<file path="config.mk">
export PLATFORM = sky130hd
export DESIGN_NAME = phy_ctrl_reg
export DESIGN_NICKNAME = d
export VERILOG_FILES = /design/src/rtl/phy_ctrl_pkg.sv /design/src/rtl/pcr_sc_bits.sv /design/src/rtl/pcr_aneg_bit.sv /design/src/rtl/pcr_speed_bit.sv /design/src/rtl/phy_ctrl_reg.sv
export SDC_FILE = /design/constraint.sdc
export NUM_CORES = 1
export LEC_CHECK = 0
export BUFFER_PORTS_ARGS = -buffer_cell sky130_fd_sc_hd__buf_2
export CAP_MARGIN = 20
export CORE_MARGIN = 4
export CORE_UTILIZATION = 34
export DETAILED_ROUTE_END_ITERATION = 7
export PLACE_DENSITY = 0.73
export SKIP_CTS_REPAIR_TIMING = 1
export SYNTH_ARGS = -nofsm -noshare
export SYNTH_HDL_FRONTEND = slang
export SYNTH_SLANG_ARGS = --single-unit
</file>
<file path="constraint.sdc">
create_clock -name clk -period 1.35 [get_ports clk]
set_input_delay 0.135 -clock clk [delete_from_list [all_inputs] [get_ports clk]]
set_output_delay 0.135 -clock clk [all_outputs]
set_load 0.05 [all_outputs]
</file>
<file path="src/rtl/phy_ctrl_pkg.sv">
package phy_ctrl_pkg;

   // bit positions inside the control word
   localparam int B_SRST  = 15;
   localparam int B_LOOP  = 14;
   localparam int B_SPEED = 13;
   localparam int B_ANEG  = 12;
   localparam int B_PDN   = 11;
   localparam int B_ISO   = 10;
   localparam int B_RSTRT = 9;
   localparam int B_DUP   = 8;

   // technology codes
   localparam logic [2:0] TECH_ANY  = 3'b000;
   localparam logic [2:0] TECH_10   = 3'b001;
   localparam logic [2:0] TECH_100  = 3'b010;

   typedef enum logic [1:0] {
      CAP_FREE   = 2'd0,
      CAP_ONLY10 = 2'd1,
      CAP_ONLY100 = 2'd2
   } speed_cap_e;

   function automatic speed_cap_e decode_cap(input logic [2:0] code);
      case (code)
         TECH_10:  decode_cap = CAP_ONLY10;
         TECH_100: decode_cap = CAP_ONLY100;
         default:  decode_cap = CAP_FREE;
      endcase
   endfunction

endpackage

</file>
<file path="src/rtl/pcr_sc_bits.sv">
module pcr_sc_bits #(
   parameter int N = 2
) (
   input  logic         clk,
   input  logic         rst_n,
   input  logic         clr,
   input  logic [N-1:0] set_vec,
   output logic [N-1:0] q
);

   generate
      if (N < 1) begin : g_bad_n
         $error("pcr_sc_bits: N must be at least 1");
      end
   endgenerate

   genvar i;
   generate
      for (i = 0; i < N; i++) begin : g_bit
         always_ff @(posedge clk) begin
            if (!rst_n)   q[i] <= 1'b0;
            else if (clr) q[i] <= 1'b0;
            else          q[i] <= set_vec[i];
         end


         sc_one_cycle_chk: assert property (@(posedge clk) disable iff (!rst_n)
            (q[i] && !set_vec[i]) |=> !q[i]);
      end
   endgenerate

endmodule

</file>
<file path="src/rtl/pcr_aneg_bit.sv">
module pcr_aneg_bit (
   input  logic clk,
   input  logic rst_n,
   input  logic srst,
   input  logic wr,
   input  logic wd,
   input  logic allow,
   output logic q
);

   always_ff @(posedge clk) begin
      if (!rst_n)      q <= allow;
      else if (srst)   q <= allow;
      else if (!allow) q <= 1'b0;
      else if (wr)     q <= wd;
   end


   aneg_blocked_chk: assert property (@(posedge clk) disable iff (!rst_n)
      !allow |=> !q);


   aneg_no_self_set_chk: assert property (@(posedge clk) disable iff (!rst_n)
      (!q && !wr && !srst) |=> !q);

endmodule

</file>
<file path="src/rtl/pcr_speed_bit.sv">
module pcr_speed_bit import phy_ctrl_pkg::*; (
   input  logic       clk,
   input  logic       rst_n,
   input  logic       srst,
   input  logic       wr,
   input  logic       wd,
   input  logic       aneg_q,
   input  speed_cap_e cap,
   input  logic       tech_zero,
   output logic       q,
   output logic       speed_eff
);

   always_ff @(posedge clk) begin
      if (!rst_n)      q <= 1'b1;
      else if (srst)   q <= 1'b1;
      else if (!aneg_q) begin
         case (cap)
            CAP_ONLY10:  q <= 1'b0;
            CAP_ONLY100: q <= 1'b1;
            default:     if (wr && tech_zero) q <= wd;
         endcase
      end
   end

   assign speed_eff = aneg_q ? 1'b1 : q;


   force_ten_chk: assert property (@(posedge clk) disable iff (!rst_n)
      (!aneg_q && cap == CAP_ONLY10 && !srst) |=> !q);


   force_hundred_chk: assert property (@(posedge clk) disable iff (!rst_n)
      (!aneg_q && cap == CAP_ONLY100 && !srst) |=> q);


   aneg_locks_speed_chk: assert property (@(posedge clk) disable iff (!rst_n)
      (aneg_q && !srst) |=> $stable(q));


   other_code_hold_chk: assert property (@(posedge clk) disable iff (!rst_n)
      (cap == CAP_FREE && !tech_zero && !srst) |=> $stable(q));

endmodule

</file>
<file path="src/rtl/phy_ctrl_reg.sv">
module phy_ctrl_reg import phy_ctrl_pkg::*; #(
   parameter int REG_W  = 16,
   parameter int TECH_W = 3
) (
   input  logic              clk,
   input  logic              rst_n,
   input  logic              wr_en,
   input  logic [REG_W-1:0]  wr_data,
   output logic [REG_W-1:0]  rd_data,
   input  logic [TECH_W-1:0] tech_sel,
   input  logic              aneg_allow,
   input  logic              iso_default,
   input  logic              iso_pin,
   input  logic              pdn_pin,
   output logic              soft_rst,
   output logic              loopback,
   output logic              speed_100,
   output logic              aneg_en,
   output logic              pwr_down,
   output logic              isolate,
   output logic              aneg_restart,
   output logic              duplex
);

   localparam int SC_N   = 2;
   localparam int SC_RST = 1;
   localparam int SC_RAN = 0;
   localparam int LOW_W  = B_DUP;

   generate
      if (REG_W != 16) begin : g_bad_w
         $error("phy_ctrl_reg: REG_W must be 16");
      end
      if (TECH_W != 3) begin : g_bad_t
         $error("phy_ctrl_reg: TECH_W must be 3");
      end
   endgenerate

   logic [SC_N-1:0] sc_q;
   logic [SC_N-1:0] sc_set;
   logic            srst;
   logic            lp_q, pd_q, iso_q, dup_q;
   logic            spd_q, an_q;
   speed_cap_e      cap;
   logic            unused_low;

   assign unused_low = ^wr_data[LOW_W-1:0];
   assign srst       = sc_q[SC_RST];
   assign cap        = decode_cap(tech_sel);

   assign sc_set[SC_RST] = wr_en & wr_data[B_SRST];
   assign sc_set[SC_RAN] = wr_en & wr_data[B_RSTRT];

   pcr_sc_bits #(.N(SC_N)) u_sc (
      .clk     (clk),
      .rst_n   (rst_n),
      .clr     (srst),
      .set_vec (sc_set),
      .q       (sc_q)
   );

   pcr_aneg_bit u_aneg (
      .clk   (clk),
      .rst_n (rst_n),
      .srst  (srst),
      .wr    (wr_en),
      .wd    (wr_data[B_ANEG]),
      .allow (aneg_allow),
      .q     (an_q)
   );

   pcr_speed_bit u_speed (
      .clk       (clk),
      .rst_n     (rst_n),
      .srst      (srst),
      .wr        (wr_en),
      .wd        (wr_data[B_SPEED]),
      .aneg_q    (an_q),
      .cap       (cap),
      .tech_zero (tech_sel == TECH_ANY),
      .q         (spd_q),
      .speed_eff (speed_100)
   );

   always_ff @(posedge clk) begin
      if (!rst_n || srst) begin
         lp_q  <= 1'b0;
         pd_q  <= 1'b0;
         iso_q <= iso_default;
         dup_q <= 1'b0;
      end else if (wr_en) begin
         lp_q  <= wr_data[B_LOOP];
         pd_q  <= wr_data[B_PDN];
         iso_q <= wr_data[B_ISO];
         dup_q <= wr_data[B_DUP];
      end
   end

   always_comb begin
      rd_data          = '0;
      rd_data[B_SRST]  = sc_q[SC_RST];
      rd_data[B_LOOP]  = lp_q;
      rd_data[B_SPEED] = spd_q;
      rd_data[B_ANEG]  = an_q;
      rd_data[B_PDN]   = pd_q;
      rd_data[B_ISO]   = iso_q;
      rd_data[B_RSTRT] = sc_q[SC_RAN];
      rd_data[B_DUP]   = dup_q;
   end

   assign soft_rst     = sc_q[SC_RST];
   assign aneg_restart = sc_q[SC_RAN];
   assign loopback     = lp_q;
   assign aneg_en      = an_q;
   assign duplex       = dup_q;
   assign pwr_down     = pd_q | pdn_pin;
   assign isolate      = iso_q | iso_pin;


   soft_reset_defaults_chk: assert property (@(posedge clk) disable iff (!rst_n)
      soft_rst |=> (!soft_rst && !loopback && rd_data[B_SPEED] && !rd_data[B_PDN]
                    && !aneg_restart && !duplex));


   pdn_pin_wins_chk: assert property (@(posedge clk) disable iff (!rst_n)
      pdn_pin |-> pwr_down);


   iso_pin_wins_chk: assert property (@(posedge clk) disable iff (!rst_n)
      iso_pin |-> isolate);


   aneg_speed_out_chk: assert property (@(posedge clk) disable iff (!rst_n)
      aneg_en |-> speed_100);

endmodule

</file>
---- After elaboration in Yosys (flattened, before gate mapping) ----
Index checks and enable logic that the tools add are counted.
word-level totals
  memories ................................ 0
  bits in latches ......................... 0
  logic and storage cells ................. 37
  memory bits (read-only) ................. 0
  bits in registers ....................... 8
  output and inout port bits .............. 24
  memory bits (writable) .................. 0
  bits of input ports ..................... 26
operators by class
  muxes and demuxes ....................... 10
  equality and inequality tests ........... 5
  order comparisons ....................... 0
  add/subtract/negate cells ............... 0
  bitwise operators ....................... 6
  multiply operators ...................... 0
  div/mod/pow operators ................... 0
  shift-type cells ........................ 0
  reduce and logical (&&, ||, !) cells .... 8
operators with widths
  operator                                               count
  2-to-1 mux 1 bit                                       8
  inequality test 4 x 3 -> 1 bit, second input constant  1
  one-hot mux 2 bit (2 select lines)                     1
  == test 3 x 1 -> 1 bit, second input constant          1
  == test 3 x 2 -> 1 bit, second input constant          1
  zero test 3 bit                                        1
  nonzero test 3 bit                                     1
  bitwise AND 1 bit                                      2
  == test 2 x 1 -> 1 bit, second input constant          1
  == test 2 bit, second input constant                   1
  inverter 1 bit                                         2
  OR 1 bit                                               2
  one-hot mux 1 bit (2 select lines)                     1
  AND reduction 2 bit                                    1
  nonzero test 2 bit                                     1
  OR reduction 2 bit                                     1
  logical AND 1 bit                                      1
  zero test 1 bit                                        1
  logical OR 1 bit                                       1

---- Logic depth before layout (Yosys ltp) ----
Gate-level depths: netlist (run 1).
  word-level depth ........................ 5
  gate-level depth with buffers ........... 6
  depth with buffers taken out ............ 6

---- Hierarchy ----
A second synthesis (run 1) with hierarchy kept.
unflattened totals
  cells, all modules ...................... 57
  area, all modules ....................... 554.3 µm²
modules (own cells, without submodules)
  module         area each (µm²)  cells an instance  sequential area each (µm²)  instances
  phy_ctrl_reg   346.6            38                 90.1                        1
  pcr_speed_bit  96.3             11                 20.0                        1
  pcr_sc_bits    57.6             4                  40.0                        1
  pcr_aneg_bit   53.8             4                  30.0                        1

---- Worst setup path before layout (run 1) ----
OpenSTA, ideal clock, no wires.
  kind .................................... register to register
  from .................................... register u_sc.q[1]
  to ...................................... register u_aneg.q, enable pin
  buffers on the path ..................... 1
  stages on the path, launching flop included .. 5
  setup time .............................. 0.292 ns
  path slack .............................. -0.109 ns
  arrival ................................. 1.167 ns
  period minus slack after synthesis ...... 1.459 ns
  required time ........................... 1.058 ns
  cell sequence ........................... dfxtp_1 nand2b_1 clkbuf_1 nor2_1 nand2_1
on the way
  cells in the longest elaborated chain, start to end .. 1
RTL lines
  element                                          RTL line            source
  from (decl)                                      pcr_sc_bits.sv:8    output logic [N-1:0] q
  from (signal, indexed assignment)                pcr_sc_bits.sv:23   else q[i] <= set_vec[i];
  inequality test 4 x 3 -> 1 bit (no source line)  n/a
  to (signal assigned)                             pcr_aneg_bit.sv:12  if (!rst_n) q <= allow;
  to (signal assigned)                             pcr_aneg_bit.sv:13  else if (srst) q <= allow;
  to (signal assigned)                             pcr_aneg_bit.sv:15  else if (wr) q <= wd;
  to (decl)                                        pcr_aneg_bit.sv:8   output logic q
No other way between the ends.
A chain may end at the register's enable or synchronous reset.

---- Final worst setup path (run 1) ----
  from .................................... register u_aneg.q
  to ...................................... output speed_100
on the way
  cells in the longest elaborated chain, start to end .. 1
RTL lines
  element           RTL line             source
  2-to-1 mux 1 bit  pcr_speed_bit.sv:26  assign speed_eff = aneg_q ? 1'b1 : q;
  to (decl)         phy_ctrl_reg.sv:17   output logic speed_100,
No other way between the ends.

==> reports/metrics.yaml, run 1 <==
critical_path:
  worstSetupStartpointType: "register"
  end_kind: "primary output"
  path_max_fanout: 3
  cp.required_ps: 1220
  worstPathArrival_ps: 1140
  worstSetupPathType: "register to primary output"
  cp_slowest_cell: "edfxtp_1"
  path_cells: "or2_2 -> buf_2"
  reg2regPathDepth: 3
  worst_path_largest_cell_delay_ps: 400
placed_design:
  place_hpwl_um: 825
  portBuffers: 33
  placed_cell_area_um2: 587
  gp_congestion: 0.602
cts:
  cts_tree: "yes"
  clock-root-buffer: "clkbuf_4"
  htreeDepth: 1
  cts_buffers: 3
  cts.sinks: 8
  clk_pin_slew_worst_paths_ps: 60
  clock_latency_ps: 250
  cts_buffer_depth: 2
detailed_routing:
  wirelength_um: 953
  drt-met1-wl_um: 360
  ant_nets: 0
  route.vias.total: 420
  met2_length_um: 450
  wl_per_cell_um: 9.63
  dr.pass1.iters: 2
  drt_iter0_drc: 4
  top_layer_used: "met3"
  drc: 0
  wl_met3_um: 141
  avgViaCountPerCell: 4.24
finish:
  nets: 112
  antenna_cells: 0
  utilization: 0.460
  num-fill-cells: 142
  drive_gt1_frac: 0.524
  area.growth.synth_to_final_pct: 21.6
  finish.instance_area_um2: 621
hold_path:
  hold_depth: 3
  hold_class: "input pin to register"
logic_synthesis:
  syn_inst: 57
  synth_ff_type: "dfxtp_1"
  synth_area_per_cell_um2: 8.96
  synth-seq-cells: 8
  synth_area_leaders: "dfxtp_1, buf_4, edfxtp_1"
  yosysUniqueCellTypes: 20
  netlist_area_um2: 510
  yosys_warnings: 0
  synth_edf_count: 2
  yosysSeqAreaShare: 0.353
  synth.largest_area_cell: "dfxtp_1"
  async_flop_share: 0
  netlist.area_leader.share: 0.235
sta:
  skew_ps: 7.14
  rsz0062_at_grt: "false"
  slew_violations: 0
  hold_ws_ps: 119
  finalCriticalPeriod_ps: 1270
  min_period_over_period: 0.941
  finalSetupViolCount: 0
  fmax_mhz: 787
  fin_tns_setup_ps: 0
  hold_viol: 0
global_route:
  grt_pass1_wl_um: 1390
  globalRouteOverflowTotal: 0
  antenna_found_initial: 0
  grt_pass1_vias: 363
  grt_start_max_net_pins: 9
  grt_usage: 0.0918
floorplanning:
  die_w_um: 46.8
  num_io_pins: 50
  initial_core_util: 0.378
  fp.dieH_um: 46.8
  core_um2: 1350
  die-area_um2: 2190
  rows: 13
power_and_ir_drop:
  peakVddDrop_v: 0.000584
  p_leak_nw: 0.339
  p_per_area_nw_per_um2: 1160
  p_total_uw: 717
flow_run:
  drv_cap: 0
run_status:
  status: "finished, final reports clean"
## cells in the final DEF, fill, tap and decap left out, drive strengths merged
master	Yosys	final
or4b	1	1
dfxtp	6	6
clkbuf	1	4
buf	17	34
nand2	5	5
mux2i	4	4
and3	2	2
a211oi	1	1
nor2b	2	2
conb	1	8
inv	1	1
nor2	6	6
ha	1	1
nand2b	1	1
o21a	1	1
or2	3	3
a21oi	1	1
edfxtp	2	2
nor3b	1	1
## kinds of logic after synthesis
| logic type | count (synthesis) | synth area share |
|---|---|---|
| buffers and inverters | 19 | 0.272 |
| multiplexers | 4 | 0.0784 |
| flip-flops | 8 | 0.353 |
| AO/OA/AOI/OAI | 3 | 0.0466 |
| adder cells (fa/ha/maj) | 1 | 0.0245 |
| other | 1 | 0.00735 |
| AND/OR/NAND/NOR | 21 | 0.218 |
## sequential cells by signal, indices dropped and copies added, names as in the netlist
register   flops
iso_q          1
pd_q           1
duplex         1
loopback       1
u_sc.q         2
u_speed.q      1
u_aneg.q       1
## power breakdown
part | total (mW) | internal, mW | switching (mW)
combinational | 0.256 | 0.0623 | 0.194
clock | 0.190 | 0.113 | 0.0775
sequential | 0.271 | 0.262 | 0.00826
## layout make-up
type | count | area [um^2] | area share
Clock buffer | 4 | 26.3 | 0.0423
Inverter | 1 | 3.75 | 0.00605
Multi-Input combinational cell | 37 | 218 | 0.351
Sequential cell | 8 | 181 | 0.292
Tap cell | 15 | 18.8 | 0.0302
Timing Repair Buffer | 34 | 173 | 0.278
## cell usage after synthesis (2+ instances only)
library cell	n
mux2i_1	4
edfxtp_1	2
dfxtp_1	6
or2_2	3
nor2b_1	2
and3_2	2
buf_4	16
nand2_1	5
nor2_1	6
## worst max-delay path: cells and delay by family (launching register included)
| kind | cells | cell delay, ps |
|---|---|---|
| DFF | 1 | 400 |
| and+or+nand+nor | 1 | 280 |
| buffers and inverters | 1 | 210 |
## layer usage
layer  vias up  track usage
met1       177       0.0935
met5         -            0
met2        27        0.162
met3         0       0.0345
li1        216            -
met4         0       0.0497
## through the flow
step	cells	worst slack [ps]
after global placement	94	154
after global routing	99	27.6
after floorplan	64	69.2
after detailed placement	94	128
after CTS	98	20.2
final	99	79.1
## worst paths after layout
check / start / slack, ps / to
setup / recovery: u_aneg.q / 80 / speed_100
hold / removal: wr_data[11] / 120 / pd_q
setup reg to reg: u_sc.q[1] / 290 / u_aneg.q
hold reg to reg: pd_q / 520 / pd_q
Power figures use the tool's default switching activity.
==> inputs of run 2 (changes only) <==
--- a/config.mk
+++ b/config.mk
@@ -5,12 +5,13 @@
 export SDC_FILE = /design/constraint.sdc
 export NUM_CORES = 1
 export LEC_CHECK = 0
+export ABC_AREA = 1
 export BUFFER_PORTS_ARGS = -buffer_cell sky130_fd_sc_hd__buf_2
 export CAP_MARGIN = 20
 export CORE_MARGIN = 4
 export CORE_UTILIZATION = 34
 export DETAILED_ROUTE_END_ITERATION = 7
-export PLACE_DENSITY = 0.73
+export PLACE_DENSITY = 0.74
 export SKIP_CTS_REPAIR_TIMING = 1
 export SYNTH_ARGS = -nofsm -noshare
 export SYNTH_HDL_FRONTEND = slang
==> constraint.sdc (replaced) <==
create_clock -name clk -period 1.35 [get_ports clk]
set_input_delay 0.135 -clock clk [delete_from_list [all_inputs] [get_ports clk]]
set_output_delay 0.135 -clock clk [all_outputs]
set_load 0.02 [all_outputs]
==> reports/metrics.yaml, run 2 <==
critical_path:
  worstPathArrival_ps: 1130  # about the same
  end_kind: "primary output"
  cp.required_ps: 1220  # about the same
  path_max_fanout: 4  # +1
  worstSetupPathType: "register to primary output"
  worstSetupStartpointType: "register"
hold_path:
  hold_class: "input pin to register"
detailed_routing:
  drt_iter0_drc: 7  # +3
  ant_nets: 0  # unchanged
  wirelength_um: 1070  # +12%
  wl_per_cell_um: 9.73  # +1.0%
  route.vias.total: 471  # +12%
  drc: 0  # unchanged
  avgViaCountPerCell: 4.28  # +0.93%
  dr.pass1.iters: 4  # +2
finish:
  drive_gt1_frac: 0.453  # -0.0712
  num-fill-cells: 152  # +7.0%
  nets: 123  # +9.8%
  final_common_cell: "buf_2"
  antenna_cells: 0  # unchanged
  finish.instance_area_um2: 616  # -0.81%
  layout_common_cells: "buf_2, nand2_1, conb_1, dfxtp_1, inv_1"
  largest_reg_flops: 2  # unchanged
  area.growth.synth_to_final_pct: 23.3
  top_register: "u_sc.q"
global_route:
  grt_pass1_wl_um: 1680  # +21%
  grt_usage: 0.114  # +0.0224
  grt_start_max_net_pins: 8  # -1
  globalRouteOverflowTotal: 0  # unchanged
  grt_pass1_vias: 419  # +15%
  antenna_found_initial: 0  # unchanged
cts:
  clk_pin_slew_worst_paths_ps: 60  # about the same
  cts.sinks: 8  # unchanged
  clock_latency_ps: 260  # about the same
  clock-root-buffer: "clkbuf_4"
  htreeDepth: 1  # unchanged
  cts_buffer_depth: 2  # unchanged
  cts_tree: "yes"
  cts_buffers: 3  # unchanged
floorplanning:
  fp.dieH_um: 46.3  # -0.92%
  die_w_um: 46.3  # -0.92%
  die-area_um2: 2150  # -1.8%
  initial_core_util: 0.370  # -0.00834
  core_um2: 1350  # unchanged
  rows: 13  # unchanged
  num_io_pins: 50  # unchanged
logic_synthesis:
  netlist.area_leader.share: 0.241  # +0.00531
  synth.largest_area_cell: "dfxtp_1"
  ys_top_cells_by_count: "nand2_1, buf_4, dfxtp_1, inv_1"
  synthXorXnorAreaFrac: 0  # unchanged
  synth_area_per_cell_um2: 7.45  # -17%
  synthAdderAreaFrac: 0.0251  # +0.000553
  synth-seq-cells: 8  # unchanged
  synth_ff_type: "dfxtp_1"
  yosysSeqAreaShare: 0.361  # +0.00796
  yosys_warnings: 0  # unchanged
  syn_inst: 67  # +18%
  synth_compound_area_frac: 0.0501  # +0.00356
  yosysUniqueCellTypes: 16  # -20%
  netlist_area_um2: 499  # -2.2%
  synth_area_leaders: "dfxtp_1, buf_4, nand2_1"
  synthMuxAreaShare: 0  # -0.0784
  synth_top_family_by_area: "buffers and inverters"
  async_flop_share: 0  # unchanged
  yosys.area_share.simple: 0.271  # +0.0525
  yosysMostFrequentCell: "nand2_1"
  synth_edf_count: 2  # unchanged
sta:
  fin_tns_setup_ps: 0  # unchanged
  finalSetupViolCount: 0  # unchanged
  fmax_mhz: 791  # +0.54%
  hold_viol: 0  # unchanged
  skew_ps: 7.12  # -0.0116 ps
  min_period_over_period: 0.936  # -0.00503
  rsz0062_at_grt: "false"
  finalCriticalPeriod_ps: 1260  # -6.79 ps
  slew_violations: 0  # unchanged
placed_design:
  placed_cell_area_um2: 589  # +0.43%
  place_hpwl_um: 899  # +9.0%
  gp_congestion: 0.705  # +17%
  portBuffers: 33  # unchanged
power_and_ir_drop:
  p_leak_nw: 0.352  # +4.0%
  p_per_area_nw_per_um2: 1030  # -11%
  p_total_uw: 634  # -12%
  peakVddDrop_v: 0.000455  # -22%
flow_run:
  drv_cap: 0  # unchanged
run_status:
  status: "finished, final reports clean"
## run 2: per-layer routing
layer | GRT usage | share of wire | up-vias
li1 | - | - | 239
met2 | 0.192 | 0.50 | 31
met4 | 0.0511 | 0.0047 | 0
met5 | 0 | 0 | -
met3 | 0.0586 | 0.13 | 2
met1 | 0.117 | 0.37 | 199
## run 2: area by class of cell
class | count | area [um^2] | area share
multi-input cells | 44 | 203 | 0.329
flip-flops and latches | 8 | 180 | 0.293
repair buffers | 33 | 165 | 0.268
clock buffers | 4 | 26.3 | 0.0427
inverters | 6 | 22.5 | 0.0366
well taps | 15 | 18.8 | 0.0305
## run 2: final timing paths
check | slack (ps) | end | start | cells after the start
setup / recovery | 90 | speed_100 | u_aneg.q | 2
setup reg to reg | 210 | u_aneg.q | u_sc.q[1] | 4
hold / removal | 100 | u_sc.q[1] | wr_data[15] | 3
hold reg to reg | 470 | loopback | loopback | 2
## run 2: where the power goes
part	internal (mW)	switching [mW]	total, mW
clock	0.113	0.0876	0.201
combinational	0.0566	0.105	0.161
sequential	0.262	0.00915	0.271
total	0.432	0.201	0.634
## run 2: per-stage QoR
| step | setup slack (ps) | utilization | instances | hold WS, ps |
|---|---|---|---|---|
| 2_1_floorplan | 234 | - | 74 | 254 |
| 3_3_place_gp | 177 | 0.437 | 106 | 371 |
| 3_5_place_dp | 137 | 0.437 | 106 | 372 |
| 4_1_cts | 60.1 | 0.456 | 110 | 93.0 |
| 5_1_grt | 22.8 | 0.456 | 110 | 108 |
| 6_report | 85.9 | 0.456 | 110 | 98.0 |
## run 2: cell families (layout without fill, tap and decap cells)
family | after synthesis | after routing
adders and majority gates | 1 | 1
and+or+nand+nor | 30 | 30
buffers and inverters | 22 | 43
DFF | 8 | 8
other | 1 | 8
AOI/OAI and AO/OA | 5 | 5
## run 2: worst max-delay path, cell delays in order (launching register included)
cell and delay (ps):
edfxtp_1 420, or2_2 290, buf_2 160
==> inputs of run 3 (changes only) <==
--- a/config.mk
+++ b/config.mk
@@ -8,10 +8,12 @@
 export ABC_AREA = 1
 export BUFFER_PORTS_ARGS = -buffer_cell sky130_fd_sc_hd__buf_2
 export CAP_MARGIN = 20
+export CORE_ASPECT_RATIO = 0.9
 export CORE_MARGIN = 4
 export CORE_UTILIZATION = 34
 export DETAILED_ROUTE_END_ITERATION = 7
 export PLACE_DENSITY = 0.74
+export SETUP_SLACK_MARGIN = 0.2
 export SKIP_CTS_REPAIR_TIMING = 1
 export SYNTH_ARGS = -nofsm -noshare
 export SYNTH_HDL_FRONTEND = slang
==> reports/metrics.yaml, run 3 (synthesis gave the netlist of run 2 again) <==
finish:
  top_register: "u_sc.q"
  antenna_cells: 0  # unchanged
  area.growth.synth_to_final_pct: 29.6
  multiInputGateArea_um2: 215  # +6.2%
  nets: 123  # unchanged
  layout_common_cells: "buf_2, nand2_1, conb_1, dfxtp_1, inv_1"
  utilization: 0.495  # +0.0392
  num-fill-cells: 135  # -11%
  seqCellArea_um2: 181  # +0.69%
  drive_gt1_frac: 0.474  # +0.0211
  final_common_cell: "buf_2"
  largest_reg_flops: 2  # unchanged
run_status:
  status: "finished, final reports clean"
critical_path:
  worstSetupStartpointType: "register"
  path_cells: "or2_4 -> buf_6"
  worst_path_largest_cell_delay_ps: 420  # about the same
  cp_num_buf_inv: 1  # unchanged
  worstPathArrival_ps: 1080  # -50 ps
  crit_end: "speed_100"
  cp.depth: 2  # unchanged
  cp.required_ps: 1220  # about the same
  cp_top_family: "flip-flops"
  r2r_slack_ps: 310  # +100 ps
  path_max_fanout: 4  # unchanged
  worstReg2RegStart: "u_sc.q[1]"
  worstSetupPathType: "register to primary output"
  cp_slowest_cell: "edfxtp_1"
  end_kind: "primary output"
  reg2regPathDepth: 4  # unchanged
  r2r_end: "u_aneg.q"
  startpoint: "u_aneg.q"
sta:
  finalSetupViolCount: 0  # unchanged
  rsz0062_at_grt: "true"
  fin_tns_setup_ps: 0  # unchanged
  hold_ws_ps: 107  # +9.04 ps
  skew_ps: 7.00  # -0.129 ps
  min_period_over_period: 0.897  # -0.0390
  slew_violations: 0  # unchanged
  fmax_mhz: 825  # +4.3%
  finalCriticalPeriod_ps: 1210  # -52.6 ps
  hold_viol: 0  # unchanged
cts:
  cts_tree: "yes"
  cts_buffers: 3  # unchanged
  clock_latency_ps: 250  # about the same
  clock-root-buffer: "clkbuf_4"
  clk_pin_slew_worst_paths_ps: 60  # about the same
  htreeDepth: 1  # unchanged
  cts.sinks: 8  # unchanged
  cts_buffer_depth: 2  # unchanged
placed_design:
  place_hpwl_um: 906  # +0.73%
  portBuffers: 33  # unchanged
  gp_congestion: 0.640  # -9.2%
power_and_ir_drop:
  peakVddDrop_v: 0.000703  # +54%
  p_leak_nw: 0.365  # +3.6%
  p_per_area_nw_per_um2: 997  # -3.1%
floorplanning:
  fp.dieH_um: 44.4  # -4.3%
  die-area_um2: 2150  # about the same
  initial_core_util: 0.382  # +0.0124
  core_um2: 1310  # -3.2%
  rows: 12  # -1
  die_w_um: 48.4  # +4.5%
  num_io_pins: 50  # unchanged
detailed_routing:
  route.vias.total: 453  # -3.8%
  ant_nets: 0  # unchanged
  wl_per_cell_um: 10.0  # +3.3%
  drt_iter0_drc: 7  # unchanged
  drc: 0  # unchanged
  avgViaCountPerCell: 4.16  # -2.9%
  dr.pass1.iters: 4  # unchanged
  wirelength_um: 1100  # +2.3%
global_route:
  grt_start_max_net_pins: 8  # unchanged
  grt_usage: 0.0946  # -0.0197
  grt_pass1_vias: 379  # -9.5%
  grt_pass1_wl_um: 1570  # -6.5%
  globalRouteOverflowTotal: 0  # unchanged
  antenna_found_initial: 0  # unchanged
hold_path:
  hold_class: "input pin to register"
flow_run:
  drv_cap: 0  # unchanged
-- run 3: changes by cell type in the layout (fill, tap and decap cells not counted) --
cell     before  now
buf_2        33   30
buf_6         0    3
dfxtp_1       6    5
dfxtp_2       0    1
inv_1         5    4
inv_2         1    2
nor2_2        2    1
nor2_4        0    1
or2_2         3    0
or2_4         0    3
-- run 3: layout make-up --
| type | count | area share |
|---|---|---|
| Multi-Input combinational cell | 44 | 0.333 |
| Clock buffer | 4 | 0.0406 |
| Timing Repair Buffer | 33 | 0.284 |
| Tap cell | 14 | 0.0271 |
| Sequential cell | 8 | 0.280 |
| Inverter | 6 | 0.0348 |
-- run 3: routing by layer --
layer,wire length [um],global-route usage,up-vias
li1,-,-,238
met1,376,0.102,188
met2,561,0.161,27
met3,157,0.0572,0
met4,0,0.0166,0
met5,0,0,-
-- run 3: power by group --
part | switching [mW] | internal, mW | leakage (nW)
combinational | 0.108 | 0.0682 | 0.279
clock | 0.0825 | 0.113 | 0.0150
sequential | 0.0105 | 0.263 | 0.0709
total | 0.201 | 0.444 | 0.365
-- run 3: how the worst min path moves through the flow --
stage                end  startpoint  slack, ps  depth (start not counted)
2_1_floorplan  u_sc.q[0]       wr_en        250                          2
3_3_place_gp   u_sc.q[0]  wr_data[9]        370                          3
3_5_place_dp   u_sc.q[0]  wr_data[9]        370                          3
4_1_cts        u_sc.q[0]  wr_data[9]        100                          3
5_1_grt        u_sc.q[0]  wr_data[9]        120                          3
6_report       u_sc.q[0]  wr_data[9]        110                          3
-- run 3: through the flow --
step | cells | worst slack (ps) | total power, mW | area, um^2
after global placement | 105 | 161 | 0.436 | 588
final | 109 | 139 | 0.645 | 647
after floorplan | 74 | 234 | 0.415 | 526
after detailed placement | 105 | 121 | 0.440 | 588
after global routing | 109 | 95.6 | 0.683 | 647
after CTS | 109 | 79.8 | 0.641 | 614
-- run 3: worst min-delay path, stage by stage --
cell and delay [ps]:
buf_2 100, nand2_1 50, nor2_1 40
